**config.mk**
```make
export PLATFORM = sky130hd
export DESIGN_NAME = sd_dat0_monitor
export DESIGN_NICKNAME = d
export VERILOG_FILES = /design/src/rtl/sd_dat0_pkg.sv /design/src/rtl/sd_crc_serial.sv /design/src/rtl/sd_phase_timer.sv /design/src/rtl/sd_bit_window.sv /design/src/rtl/sd_dat0_monitor.sv
export SDC_FILE = /design/constraint.sdc
export NUM_CORES = 1
export LEC_CHECK = 0
export BUFFER_PORTS_ARGS = -buffer_cell sky130_fd_sc_hd__clkbuf_2
export CORE_MARGIN = 5
export CORE_UTILIZATION = 50
export DETAILED_ROUTE_END_ITERATION = 8
export GPL_TIMING_DRIVEN = 0
export PLACE_DENSITY = 0.82
export SLEW_MARGIN = 30
export SYNTH_ARGS = -nofsm -noshare
export SYNTH_HDL_FRONTEND = slang
export SYNTH_SLANG_ARGS = --single-unit
```
**constraint.sdc**
```tcl
create_clock -name clk -period 4.15 [get_ports clk]
set_input_delay 0.83 -clock clk [delete_from_list [all_inputs] [get_ports clk]]
set_output_delay 0.83 -clock clk [all_outputs]
set_load 0.01 [all_outputs]
```
**src/rtl/sd_dat0_pkg.sv**
```systemverilog
package sd_dat0_pkg;

   typedef enum logic [1:0] {
      OP_READ  = 2'b00,
      OP_WRITE = 2'b01,
      OP_BUSY  = 2'b10,
      OP_NONE  = 2'b11
   } sd_op_e;

   typedef enum logic [2:0] {
      ST_IDLE,
      ST_RD_WAIT,
      ST_RD_BITS,
      ST_RD_END,
      ST_WR_WAIT,
      ST_WR_TOK,
      ST_WR_END,
      ST_BUSY
   } sd_state_e;

   localparam int          CRC_W      = 16;
   localparam logic [15:0] CRC_POLY   = 16'h1021;
   localparam int          TOK_W      = 3;
   localparam logic [2:0]  TOKEN_GOOD = 3'b010;

endpackage

```
**src/rtl/sd_crc_serial.sv**
```systemverilog
module sd_crc_serial #(
   parameter int             W    = 16,
   parameter logic [W-1:0]   POLY = 16'h1021
) (
   input  logic clk,
   input  logic rst_n,
   input  logic clr,
   input  logic shift,
   input  logic din,
   output logic is_zero
);

   logic [W-1:0] crc_q;
   logic [W-1:0] crc_d;
   logic         fb;

   initial begin
      if (W < 2) $error("sd_crc_serial: W must be at least 2");
      if (POLY[0] != 1'b1) $error("sd_crc_serial: POLY needs its constant term");
   end

   assign fb = crc_q[W-1] ^ din;

   generate
      for (genvar i = 0; i < W; i++) begin : g_tap
         if (i == 0) begin : g_lsb
            assign crc_d[i] = POLY[i] & fb;
         end else begin : g_mid
            assign crc_d[i] = crc_q[i-1] ^ (POLY[i] & fb);
         end
      end
   endgenerate

   always_ff @(posedge clk or negedge rst_n) begin
      if (!rst_n) begin
         crc_q <= '0;
      end else if (clr) begin
         crc_q <= '0;
      end else if (shift) begin
         crc_q <= crc_d;
      end
   end

   assign is_zero = (crc_q == '0);

endmodule

```
**src/rtl/sd_phase_timer.sv**
```systemverilog
module sd_phase_timer #(
   parameter int W = 16
) (
   input  logic         clk,
   input  logic         rst_n,
   input  logic         clr,
   input  logic         miss,
   input  logic [W-1:0] limit,
   output logic         at_limit
);

   logic [W-1:0] cnt_q;
   logic [W:0]   cnt_next;

   initial begin
      if (W < 2) $error("sd_phase_timer: W must be at least 2");
   end

   assign cnt_next = {1'b0, cnt_q} + {{W{1'b0}}, 1'b1};
   // a miss that brings the count to the limit is the expiring one
   assign at_limit = (cnt_next >= {1'b0, limit});

   always_ff @(posedge clk or negedge rst_n) begin
      if (!rst_n) begin
         cnt_q <= '0;
      end else if (clr) begin
         cnt_q <= '0;
      end else if (miss) begin
         cnt_q <= cnt_next[W-1:0];
      end
   end

endmodule

```
**src/rtl/sd_bit_window.sv**
```systemverilog
module sd_bit_window #(
   parameter int W = 16
) (
   input  logic         clk,
   input  logic         rst_n,
   input  logic         load,
   input  logic [W-1:0] load_val,
   input  logic         dec,
   output logic         last
);

   logic [W-1:0] cnt_q;

   initial begin
      if (W < 3) $error("sd_bit_window: W must be at least 3");
   end

   always_ff @(posedge clk or negedge rst_n) begin
      if (!rst_n) begin
         cnt_q <= '0;
      end else if (load) begin
         cnt_q <= load_val;
      end else if (dec && (cnt_q != '0)) begin
         cnt_q <= cnt_q - {{(W-1){1'b0}}, 1'b1};
      end
   end

   assign last = (cnt_q == {{(W-1){1'b0}}, 1'b1});

endmodule

```
**src/rtl/sd_dat0_monitor.sv**
```systemverilog
module sd_dat0_monitor
   import sd_dat0_pkg::*;
#(
   parameter int BLEN_W = 11,
   parameter int TMO_W  = 16
) (
   input  logic              clk,
   input  logic              rst_n,
   input  logic              start,
   input  logic [1:0]        op,
   input  logic [BLEN_W-1:0] blk_len,
   input  logic [TMO_W-1:0]  tmo_read,
   input  logic [TMO_W-1:0]  tmo_token,
   input  logic [TMO_W-1:0]  tmo_busy,
   input  logic              clk_en,
   input  logic              dat0,
   output logic              blk_good,
   output logic              crc_err,
   output logic              end_err,
   output logic              tmo_err
);

   localparam int LEN_EFF_W = BLEN_W + 1;
   localparam int BIT_W     = BLEN_W + 5;

   initial begin
      if (BLEN_W < 1 || BLEN_W > 16) $error("sd_dat0_monitor: BLEN_W out of range");
      if (TMO_W < 2) $error("sd_dat0_monitor: TMO_W must be at least 2");
   end

   sd_state_e st_q, st_d;

   logic [BLEN_W-1:0]    len_q;
   logic [TMO_W-1:0]     lim_rd_q, lim_tok_q, lim_busy_q, lim_sel;
   logic [LEN_EFF_W-1:0] len_eff;
   logic [BIT_W-1:0]     rd_total;
   logic [TOK_W-1:0]     tok_q;

   logic tmr_clr, tmr_miss, tmr_at_limit;
   logic win_load, win_dec, win_last;
   logic [BIT_W-1:0] win_val;
   logic crc_clr, crc_shift, crc_zero;
   logic tok_shift, accept;
   logic good_d, crcerr_d, enderr_d, tmo_d;
   logic phase_active;

   assign phase_active = (st_q != ST_IDLE);
   assign accept       = (st_q == ST_IDLE) && start && (sd_op_e'(op) != OP_NONE);

   // zero length encodes the largest block
   assign len_eff  = (len_q == '0) ? {1'b1, {BLEN_W{1'b0}}} : {1'b0, len_q};
   assign rd_total = BIT_W'({len_eff, 3'b000}) + BIT_W'(CRC_W);

   always_comb begin
      case (st_q)
         ST_RD_WAIT: lim_sel = lim_rd_q;
         ST_WR_WAIT: lim_sel = lim_tok_q;
         default:    lim_sel = lim_busy_q;
      endcase
   end

   sd_phase_timer #(.W(TMO_W)) u_timer (
      .clk      (clk),
      .rst_n    (rst_n),
      .clr      (tmr_clr),
      .miss     (tmr_miss),
      .limit    (lim_sel),
      .at_limit (tmr_at_limit)
   );

   sd_bit_window #(.W(BIT_W)) u_window (
      .clk      (clk),
      .rst_n    (rst_n),
      .load     (win_load),
      .load_val (win_val),
      .dec      (win_dec),
      .last     (win_last)
   );

   sd_crc_serial #(.W(CRC_W), .POLY(CRC_POLY)) u_crc (
      .clk     (clk),
      .rst_n   (rst_n),
      .clr     (crc_clr),
      .shift   (crc_shift),
      .din     (dat0),
      .is_zero (crc_zero)
   );

   always_comb begin
      st_d      = st_q;
      tmr_clr   = 1'b0;
      tmr_miss  = 1'b0;
      win_load  = 1'b0;
      win_val   = '0;
      win_dec   = 1'b0;
      crc_clr   = 1'b0;
      crc_shift = 1'b0;
      tok_shift = 1'b0;
      good_d    = 1'b0;
      crcerr_d  = 1'b0;
      enderr_d  = 1'b0;
      tmo_d     = 1'b0;
      case (st_q)
         ST_IDLE: begin
            if (accept) begin
               tmr_clr = 1'b1;
               crc_clr = 1'b1;
               case (sd_op_e'(op))
                  OP_READ:  st_d = ST_RD_WAIT;
                  OP_WRITE: st_d = ST_WR_WAIT;
                  default:  st_d = ST_BUSY;
               endcase
            end
         end
         ST_RD_WAIT: begin
            if (clk_en) begin
               if (!dat0) begin
                  win_load = 1'b1;
                  win_val  = rd_total;
                  crc_clr  = 1'b1;
                  st_d     = ST_RD_BITS;
               end else begin
                  tmr_miss = 1'b1;
                  if (tmr_at_limit) begin
                     tmo_d = 1'b1;
                     st_d  = ST_IDLE;
                  end
               end
            end
         end
         ST_RD_BITS: begin
            if (clk_en) begin
               crc_shift = 1'b1;
               win_dec   = 1'b1;
               if (win_last) st_d = ST_RD_END;
            end
         end
         ST_RD_END: begin
            if (clk_en) begin
               enderr_d = !dat0;
               crcerr_d = !crc_zero;
               good_d   = dat0 && crc_zero;
               st_d     = ST_IDLE;
            end
         end
         ST_WR_WAIT: begin
            if (clk_en) begin
               if (!dat0) begin
                  win_load = 1'b1;
                  win_val  = BIT_W'(TOK_W);
                  st_d     = ST_WR_TOK;
               end else begin
                  tmr_miss = 1'b1;
                  if (tmr_at_limit) begin
                     tmo_d = 1'b1;
                     st_d  = ST_IDLE;
                  end
               end
            end
         end
         ST_WR_TOK: begin
            if (clk_en) begin
               tok_shift = 1'b1;
               win_dec   = 1'b1;
               if (win_last) st_d = ST_WR_END;
            end
         end
         ST_WR_END: begin
            if (clk_en) begin
               crcerr_d = (tok_q != TOKEN_GOOD);
               enderr_d = !dat0;
               if ((tok_q == TOKEN_GOOD) && dat0) begin
                  tmr_clr = 1'b1;
                  st_d    = ST_BUSY;
               end else begin
                  st_d = ST_IDLE;
               end
            end
         end
         ST_BUSY: begin
            if (clk_en) begin
               if (dat0) begin
                  good_d = 1'b1;
                  st_d   = ST_IDLE;
               end else begin
                  tmr_miss = 1'b1;
                  if (tmr_at_limit) begin
                     tmo_d = 1'b1;
                     st_d  = ST_IDLE;
                  end
               end
            end
         end
         default: st_d = ST_IDLE;
      endcase
   end

   always_ff @(posedge clk or negedge rst_n) begin
      if (!rst_n) begin
         st_q       <= ST_IDLE;
         len_q      <= '0;
         lim_rd_q   <= '0;
         lim_tok_q  <= '0;
         lim_busy_q <= '0;
         tok_q      <= '0;
         blk_good   <= 1'b0;
         crc_err    <= 1'b0;
         end_err    <= 1'b0;
         tmo_err    <= 1'b0;
      end else begin
         st_q     <= st_d;
         blk_good <= good_d;
         crc_err  <= crcerr_d;
         end_err  <= enderr_d;
         tmo_err  <= tmo_d;
         if (accept) begin
            len_q      <= blk_len;
            lim_rd_q   <= tmo_read;
            lim_tok_q  <= tmo_token;
            lim_busy_q <= tmo_busy;
         end
         if (tok_shift) tok_q <= {tok_q[TOK_W-2:0], dat0};
      end
   end

endmodule

```
Word-level counts from Yosys, hierarchy flattened
Cells that the tools add are included.
{"block": "totals", "reg_bits": 117, "latchBits": 0, "ramBits": 0, "romBits": 0, "in_bits": 66, "elab_cells": 119, "memories": 0}
{"block": "op_classes", "n_addsub": 3, "n_mul": 0, "div": 0, "order_cmp": 1, "eq_ne": 22, "shifts": 0, "muxes": 58, "n_bitwise": 3, "reduce_logical": 19}
{"cell": "$mux 16", "count": 8}
{"cell": "$pmux 16 s2", "count": 2}
{"cell": "$mux 3", "count": 15}
{"cell": "$pmux 3 s8", "count": 1}
{"cell": "$mux 1", "count": 22}
{"cell": "$ne 2x2->1 const B", "count": 9}
{"cell": "$add 16x1->17 const B", "count": 1}
{"cell": "$ge 17x16->1", "count": 1}
{"cell": "$add 15x5->16 const B", "count": 1}
{"cell": "$eq 16x1->1 const B", "count": 1}
{"cell": "$logic_not 16->1", "count": 1}
{"cell": "$reduce_bool 16->1", "count": 1}
{"cell": "$sub 16x1->16 const B", "count": 1}
{"cell": "$eq 3x3->1 const B", "count": 4}
{"cell": "$mux 12", "count": 1}
{"cell": "$pmux 1 s2", "count": 6}
{"cell": "$logic_not 11->1", "count": 1}
{"cell": "$reduce_and 10->1", "count": 1}
{"cell": "$eq 3x2->1 const B", "count": 3}
{"cell": "$pmux 3 s2", "count": 1}
{"cell": "$reduce_bool 2->1", "count": 3}
{"cell": "$reduce_or 2->1", "count": 3}
{"cell": "$logic_and 1x1->1", "count": 5}
{"cell": "$mux 2", "count": 2}
{"cell": "other kinds (8)", "count": 12}

Longest topological paths before layout
Gate-level depths: netlist of run 1.
{"block": "logic_depth", "ltp_word": 7, "mapped_depth": 14}

Cells and area by module
A second synthesis of run 1 with hierarchy kept.
{"block": "unflattened", "cells_unflattened": 666, "area_unflattened_um2": 6721.4}
{"module": "sd_dat0_monitor", "instances": 1, "cells_each": 305, "area_per_inst_um2": 3475.8, "seq_area_each_um2": 1726.7}
{"module": "sd_phase_timer", "instances": 1, "cells_each": 167, "area_per_inst_um2": 1421.4, "seq_area_each_um2": 400.4}
{"module": "sd_bit_window", "instances": 1, "cells_each": 132, "area_per_inst_um2": 1102.3, "seq_area_each_um2": 400.4}
{"module": "sd_crc_serial", "instances": 1, "cells_each": 62, "area_per_inst_um2": 721.9, "seq_area_each_um2": 400.4}

Worst setup path before layout of run 1
Ideal clock, no wire load.
{"block": "synth_path", "kind": "register to register", "startpoint": "register st_q[2]", "endpoint": "register st_q[2]", "arrival_time_ps": 2716, "slack_ps": 1305, "stages_incl_launch_ff": 15, "n_path_buf": 3, "synth_period_minus_slack_ps": 2845, "cell_sequence": "dfrtp_1 buf_2 and2b_1 and2_1 buf_2 nor2_1 buf_2 a21oi_1 ha_1 nand2_1 o21ai_0 nand3_1 a2111o_1 nand3_1 a21oi_1"}
{"block": "synth_between", "elab_chain_cells": 7}
{"element": "start: declaration", "line_no": "sd_dat0_monitor.sv:31", "rtl": "sd_state_e st_q, st_d;"}
{"element": "start signal: assignment", "line_no": "sd_dat0_monitor.sv:211", "rtl": "st_q <= st_d;"}
{"element": "$eq 3x3->1 or $eq 3x1->1 (tied branches)", "line_no": "sd_dat0_monitor.sv:55, sd_dat0_monitor.sv:103"}
{"element": "$pmux 16 s2", "line_no": "sd_dat0_monitor.sv:55", "rtl": "case (st_q)"}
{"element": "$ge 17x16->1", "line_no": "sd_phase_timer.sv:21", "rtl": "assign at_limit = (cnt_next >= {1'b0, limit});"}
{"element": "$mux 3"}
{"element": "$mux 3, on equally long branches (2 in a row)"}
{"element": "$pmux 3 s8", "line_no": "sd_dat0_monitor.sv:103", "rtl": "case (st_q)"}
Parallel ways exist; a longest one is shown, timed or not. The select of a mux whose other input is x is not followed.
A chain may end at the register's enable or synchronous reset.

Final worst setup path of run 1
Same ends and word-level chain as after synthesis.

==> reports/metrics.cfg, run 1 <==
[outcome]
outcome = finished, final reports clean

[sta]
fin_crit_sh_pct = 87.51
maxSlewHeadroom_pct = 53.29
slew_violations = 0
skew_ns = 0.005692
finalSetupTns_ns = 0
rsz0062_at_grt = no
hold_viol = 0
worst_pin_slew_ns = 0.6942
finalCriticalPeriod_ns = 3.632
setup_viol = 0
fmax_mhz = 275.4

[routing]
via_per_inst = 5.745
drt_wl_total_um = 14770
num_vias = 4975
drt_iter0_markers = 348
drt_first_pass_iters = 5
drc = 0
drt.antenna.violating_nets = 0
routedWlPerCell_um = 17.05

[pwr]
power_uw = 5358
peakVddDrop_mv = 0.4041
power_density_nw_per_um2 = 722.2
p_leak_uw = 0.003356

[cells_and_area]
antennaDiodeCount = 0
layout_common_cells = 117 x dfrtp_1, 68 x clkbuf_2, 62 x nand2_1, 62 x mux2_2, 51 x a21oi_1
drive_gt1_share_pct = 27.22
final_common_cell = dfrtp_1
fin_util_pct = 61.25
fin_nets = 771
design_area_um2 = 7418
fill_cells = 967
syn_to_final_growth_pct = 19.20
instances_no_fill = 866

[logic_synthesis]
synth.net_count = 682
synth_top_family_by_area = simple AND/OR/NAND/NOR gates
synth_edf_count = 0
ys_seq_area_share_pct = 47.04
synth_fa_ha_area_share_pct = 4.021
synthTopCellsByArea = dfrtp_1 47%, mux2_2 11%, a21oi_1 4.1%, ha_1 4.0%, nand2_1 3.7%
synth_xor_xnor_area_share_pct = 4.785
ys_types = 59
synth_compound_area_share_pct = 14.86
muxShareOfSynthArea_pct = 11.38
synth_simple_gate_area_share_pct = 15.32
synth-seq-cells = 117
synthArstFlopShare_pct = 100.0
avgSynthCellArea_um2 = 10.44
ys_warn_count = 0
ys.flop_type = dfrtp_1
yosysTopAreaCellShare_pct = 47.04
syn-cell-area_um2 = 6223
postSynthCellCount = 596
synth.largest_area_cell = dfrtp_1

[clocking]
cts_tree = built
clkLatencyLatePin_ns = 0.41
cts_resized = 0
clk_pin_slew_ns = 0.06
h-tree-depth = 4
ctsHoldBuffers = 0
clk_path_buf_depth = 2
cts_buffers = 17
cts_setup_buffers = 0
root_buffer = clkbuf_16
cts_sinks = 117

[grt]
track_usage_pct = 20.92
grt_pass1_vias = 5176
antenna_found_initial = 0
overflow = 0
grt_max_degree = 66
grt_pass1_wl_um = 24700

[floorplanning]
die-area_um2 = 14780
die_w_um = 121.6
start_util_pct = 51.38
die_h_um = 121.6
coreArea_um2 = 12110
ios = 70
rows = 40

[worst_setup_path]
cpPeakStageDelay_ns = 0.39
worstSetupPathType = reg -> reg
slowest_stage = dfrtp_1
path_cells = buf_2 > and2b_1 > and2_1 > buf_2 > nor2_1 > buf_2 > a21oi_1 > ha_1 > a21oi_1 > o21ai_0 > a221oi_1 > o211a_1 > nand3_1 > a21oi_1
required_ns = 4.49
critPathLaunchType = flop
cp-end-kind = flop
cp.arrival_ns = 3.97
crit_path_max_fanout = 10

[placed_design]
post_dp_cell_area_um2 = 6815
numPortBuffers = 69
dp_hpwl_um = 10550
gp_congestion = 0.8993
dp_cells = 834

[worst_hold_path]
hold_path.class = in -> async

[run]
maxCapViolCount = 0

==> per-stage QoR <==
step / hold WS, ns / setup WS [ns]
after floorplan: 0.4803 / 1.305
after global placement: 0.4905 / 0.6413
after detailed placement: 0.4959 / 0.7133
after CTS: 0.4240 / 0.5788
after global routing: 0.4483 / 0.3470
final: 0.4065 / 0.5184
==> Yosys cell counts (9+ instances only) <==
library cell  instances
a21oi_1              51
nor2_1               29
o21ai_0              18
ha_1                 20
clkbuf_1             14
and3_1                9
mux2_2               62
nand2_1              62
dfrtp_1             117
xor2_1               14
nand3_1              22
nor3_1               11
a22o_1               21
buf_2                18
xnor2_1              20
==> worst max-delay path, delay by kind of cell (launching register included) <==
kind | cells | cell delay, ns
adder cells (fa/ha/maj) | 1 | 0.31
AO/OA/AOI/OAI | 6 | 1.21
buffers and inverters | 3 | 0.68
flip-flops | 1 | 0.39
AND/OR/NAND/NOR | 4 | 0.94
==> sequential cells by signal (all words and copies together) (netlist names) <==
signal and count:
u_window.cnt_q 16, tok_q 3, lim_tok_q 16, st_q 3
u_timer.cnt_q 16, lim_rd_q 16, tmo_err 1, end_err 1
blk_good 1, u_crc.crc_q 16, len_q 11, crc_err 1
lim_busy_q 16
==> cell families (layout without fill, tap and decap cells) <==
family	after synthesis	in the layout
AND/OR/NAND/NOR	184	184
AO/OA/AOI/OAI	141	141
flip-flops	117	117
multiplexers	63	63
buffers and inverters	37	139
XOR/XNOR	34	34
adder cells (fa/ha/maj)	20	20
==> final timing paths <==
check                         startpoint             to  slack, ns  cells after the start
min reg2reg                lim_busy_q[0]  lim_busy_q[0]       0.51                      1
max reg2reg                      st_q[2]        st_q[2]       0.52                     14
min in group clk           lim_busy_q[0]  lim_busy_q[0]       0.51                      1
max in group asynchronous          rst_n    lim_rd_q[3]       3.11                      2
max                              st_q[2]        st_q[2]       0.52                     14
min                                rst_n       len_q[3]       0.41                      1
==> power breakdown <==
part	switching (µW)	internal [µW]
Clock	504	986
Combinational	1040	893
Sequential	361	1580
==> per-layer routing <==
layer / up-vias / share of wire [%] / track usage [%]
met3: 29 / 5.1 / 4.689
met5: - / 0 / 0
li1: 2353 / - / -
met1: 2403 / 43 / 26.26
met4: 0 / 2.1 / 7.773
met2: 190 / 50 / 35.44
==> final cells by class <==
type	count	area [µm²]	area share (%)
Inverter	4	15.01	0.2024
Buffer	33	146.4	1.973
Sequential cell	117	2928	39.47
Clock buffer	23	478.0	6.443
Tap cell	168	210.2	2.834
Clock inverter	9	125.1	1.687
Multi-Input combinational cell	442	3134	42.25
Timing Repair Buffer	70	381.6	5.144
No activity file was read; power rests on OpenSTA's default activity.
==> run 2, diff against run 1 <==
- CTS_CLUSTER_DIAMETER: default -> 150
- clock period: 4.15 -> 3.55 ns (I/O delays scaled with it)
==> reports/metrics.cfg, run 2 (synthesized netlist as in run 1, its figures left out) <==
[pwr]
p_leak_uw = 0.003381  ; +0.77%
peakVddDrop_mv = 0.4755  ; +18%
switching_share_pct = 35.57  ; +0.10 points
internal_power_uw = 4049  ; +17%
power_density_nw_per_um2 = 843.5  ; +17%
comb_power_share_pct = 36.1  ; about the same
pwr-share-clk_pct = 27.8  ; about the same
switching_power_uw = 2235  ; +18%
p_seq_share_pct = 36.1  ; about the same

[sta]
finalSetupTns_ns = 0  ; unchanged
setup_viol = 0  ; unchanged
fin_crit_sh_pct = 96.20  ; +8.7 points
rsz0062_at_grt = no
fmax_mhz = 292.8  ; +6.3%
skew_ns = 0.005458  ; -0.0002345 ns
worst_pin_slew_ns = 0.6983  ; +0.004065 ns
slew_violations = 0  ; unchanged
maxSlewHeadroom_pct = 53.02  ; -0.27 points
finalCriticalPeriod_ns = 3.415  ; -0.2165 ns
hold_viol = 0  ; unchanged

[worst_setup_path]
critPathLaunchType = flop
required_ns = 3.89  ; -0.60 ns
crit_end = st_q[2]
path_cells = buf_2 > and2b_1 > and2_1 > buf_2 > nor2_4 > buf_2 > a21oi_1 > ha_1 > a21oi_1 > o21ai_0 > a221oi_1 > o211a_1 > nand3_1 > a21oi_1
r2r-end = st_q[2]
r2r-start = st_q[2]
crit_path_max_fanout = 10  ; unchanged
startpoint = st_q[2]
slowest_stage = dfrtp_1
cpPeakStageDelay_ns = 0.40  ; about the same
cp.arrival_ns = 3.75  ; -0.22 ns
worstSetupPathType = reg -> reg
ff2ff_path_depth = 14  ; unchanged
r2r_setup_slack_ns = 0.13  ; -0.38 ns
cp-end-kind = flop

[clocking]
clkLatencyLatePin_ns = 0.41  ; about the same
root_buffer = clkbuf_16
cts_sinks = 117  ; unchanged
cts_tree = built
h-tree-depth = 4  ; unchanged
clk_pin_slew_ns = 0.05  ; about the same
clk_path_buf_depth = 2  ; unchanged
cts_buffers = 17  ; unchanged

[cells_and_area]
final_common_cell = dfrtp_1
syn_to_final_growth_pct = 19.70
fin_nets = 772  ; +0.13%
fill_cells = 965  ; -0.21%
antennaDiodeCount = 0  ; unchanged
layout_common_cells = 117 x dfrtp_1, 69 x clkbuf_2, 62 x nand2_1, 62 x mux2_2, 51 x a21oi_1
instances_no_fill = 867  ; +0.12%
drive_gt1_share_pct = 28.04  ; +0.82 points

[grt]
track_usage_pct = 20.92  ; unchanged
antenna_found_initial = 0  ; unchanged
grt_pass1_vias = 5176  ; unchanged
grt_pass1_wl_um = 24700  ; unchanged
grt_max_degree = 66  ; unchanged
overflow = 0  ; unchanged

[routing]
drt_wl_total_um = 14940  ; +1.2%
drc = 0  ; unchanged
drt.antenna.violating_nets = 0  ; unchanged
drt_iter0_markers = 417  ; +20%
num_vias = 4993  ; +0.36%
via_per_inst = 5.759  ; +0.25%
routedWlPerCell_um = 17.23  ; +1.0%
drt_first_pass_iters = 6  ; +1

[placed_design]
gp_congestion = 0.8993  ; unchanged
dp_cells = 834  ; unchanged
numPortBuffers = 69  ; unchanged
dp_hpwl_um = 10550  ; unchanged

[floorplanning]
die_w_um = 121.6  ; unchanged
die-area_um2 = 14780  ; unchanged
start_util_pct = 51.38  ; unchanged
die_h_um = 121.6  ; unchanged
ios = 70  ; unchanged
coreArea_um2 = 12110  ; unchanged
rows = 40  ; unchanged

[run]
maxCapViolCount = 0  ; unchanged

[outcome]
outcome = finished, final reports clean

[worst_hold_path]
hold_path.class = in -> async

run 2: changes by cell type in the layout (fill, tap and decap cells not counted), sizes merged:
cell    delta
buf        +2
clkbuf     -1
run 2: layout make-up:
type	count	area [µm²]	share of cell area (%)
well taps	168	210.2	2.822
flip-flops and latches	117	2928	39.30
plain buffers	32	147.6	1.982
multi-input cells	442	3149	42.27
repair buffers	72	396.6	5.324
clock inverters	9	125.1	1.680
inverters	4	15.01	0.2015
clock buffers	23	478.0	6.416
run 2: routing by layer:
layer,wire (µm),global-route usage (%)
met5,0,0
met4,289,7.773
met3,761,4.689
met2,7507,35.44
met1,6378,26.26
run 2: worst min path at each step:
stage	start	cells past startpoint	endpoint	slack [ns]
2_1_floorplan	rst_n	0	blk_good	0.41
3_3_place_gp	lim_rd_q[7]	1	lim_rd_q[7]	0.49
3_5_place_dp	lim_busy_q[0]	1	lim_busy_q[0]	0.50
4_1_cts	rst_n	1	len_q[6]	0.30
5_1_grt	rst_n	1	len_q[4]	0.33
6_report	rst_n	1	len_q[3]	0.28
run 2: power groups by stage:
stage / Sequential [µW] / Clock (µW) / Combinational, µW
2_1_floorplan: 2150 / 0 / 1700
3_3_place_gp: 2230 / 0 / 2080
3_5_place_dp: 2270 / 0 / 2190
4_1_cts: 2260 / 1760 / 2250
5_1_grt: 2330 / 1820 / 2510
6_report: 2270 / 1740 / 2270
run 2: timing repair:
action	CTS	global route
setup buffers	0	2
gates resized for setup	2	6
endpoints found under the setup margin	2	4
pin swaps	0	1
hold buffers	0	0
run 2: per-stage QoR:
stage / setup slack, ns / total power (µW) / util, % / hold slack [ns] / cell area [µm²]
6_report: 0.1349 / 6284 / 61.51 / 0.2814 / 7450
5_1_grt: 0.001880 / 6659 / 61.51 / 0.3283 / 7450
4_1_cts: 0.04772 / 6264 / 61.28 / 0.3040 / 7422
3_5_place_dp: 0.1133 / 4455 / 56.27 / 0.4959 / 6815
3_3_place_gp: 0.1078 / 4305 / 55.97 / 0.4905 / 6779
2_1_floorplan: 0.7049 / 3847 / - / 0.4144 / 6223
run 2: worst max-delay path: cells and delay by family (launching register included):
family,cells,cell delay [ns]
compound gates,6,1.22
simple gates,4,0.76
buf+inv,3,0.65
flops,1,0.40
fa+ha+maj,1,0.31
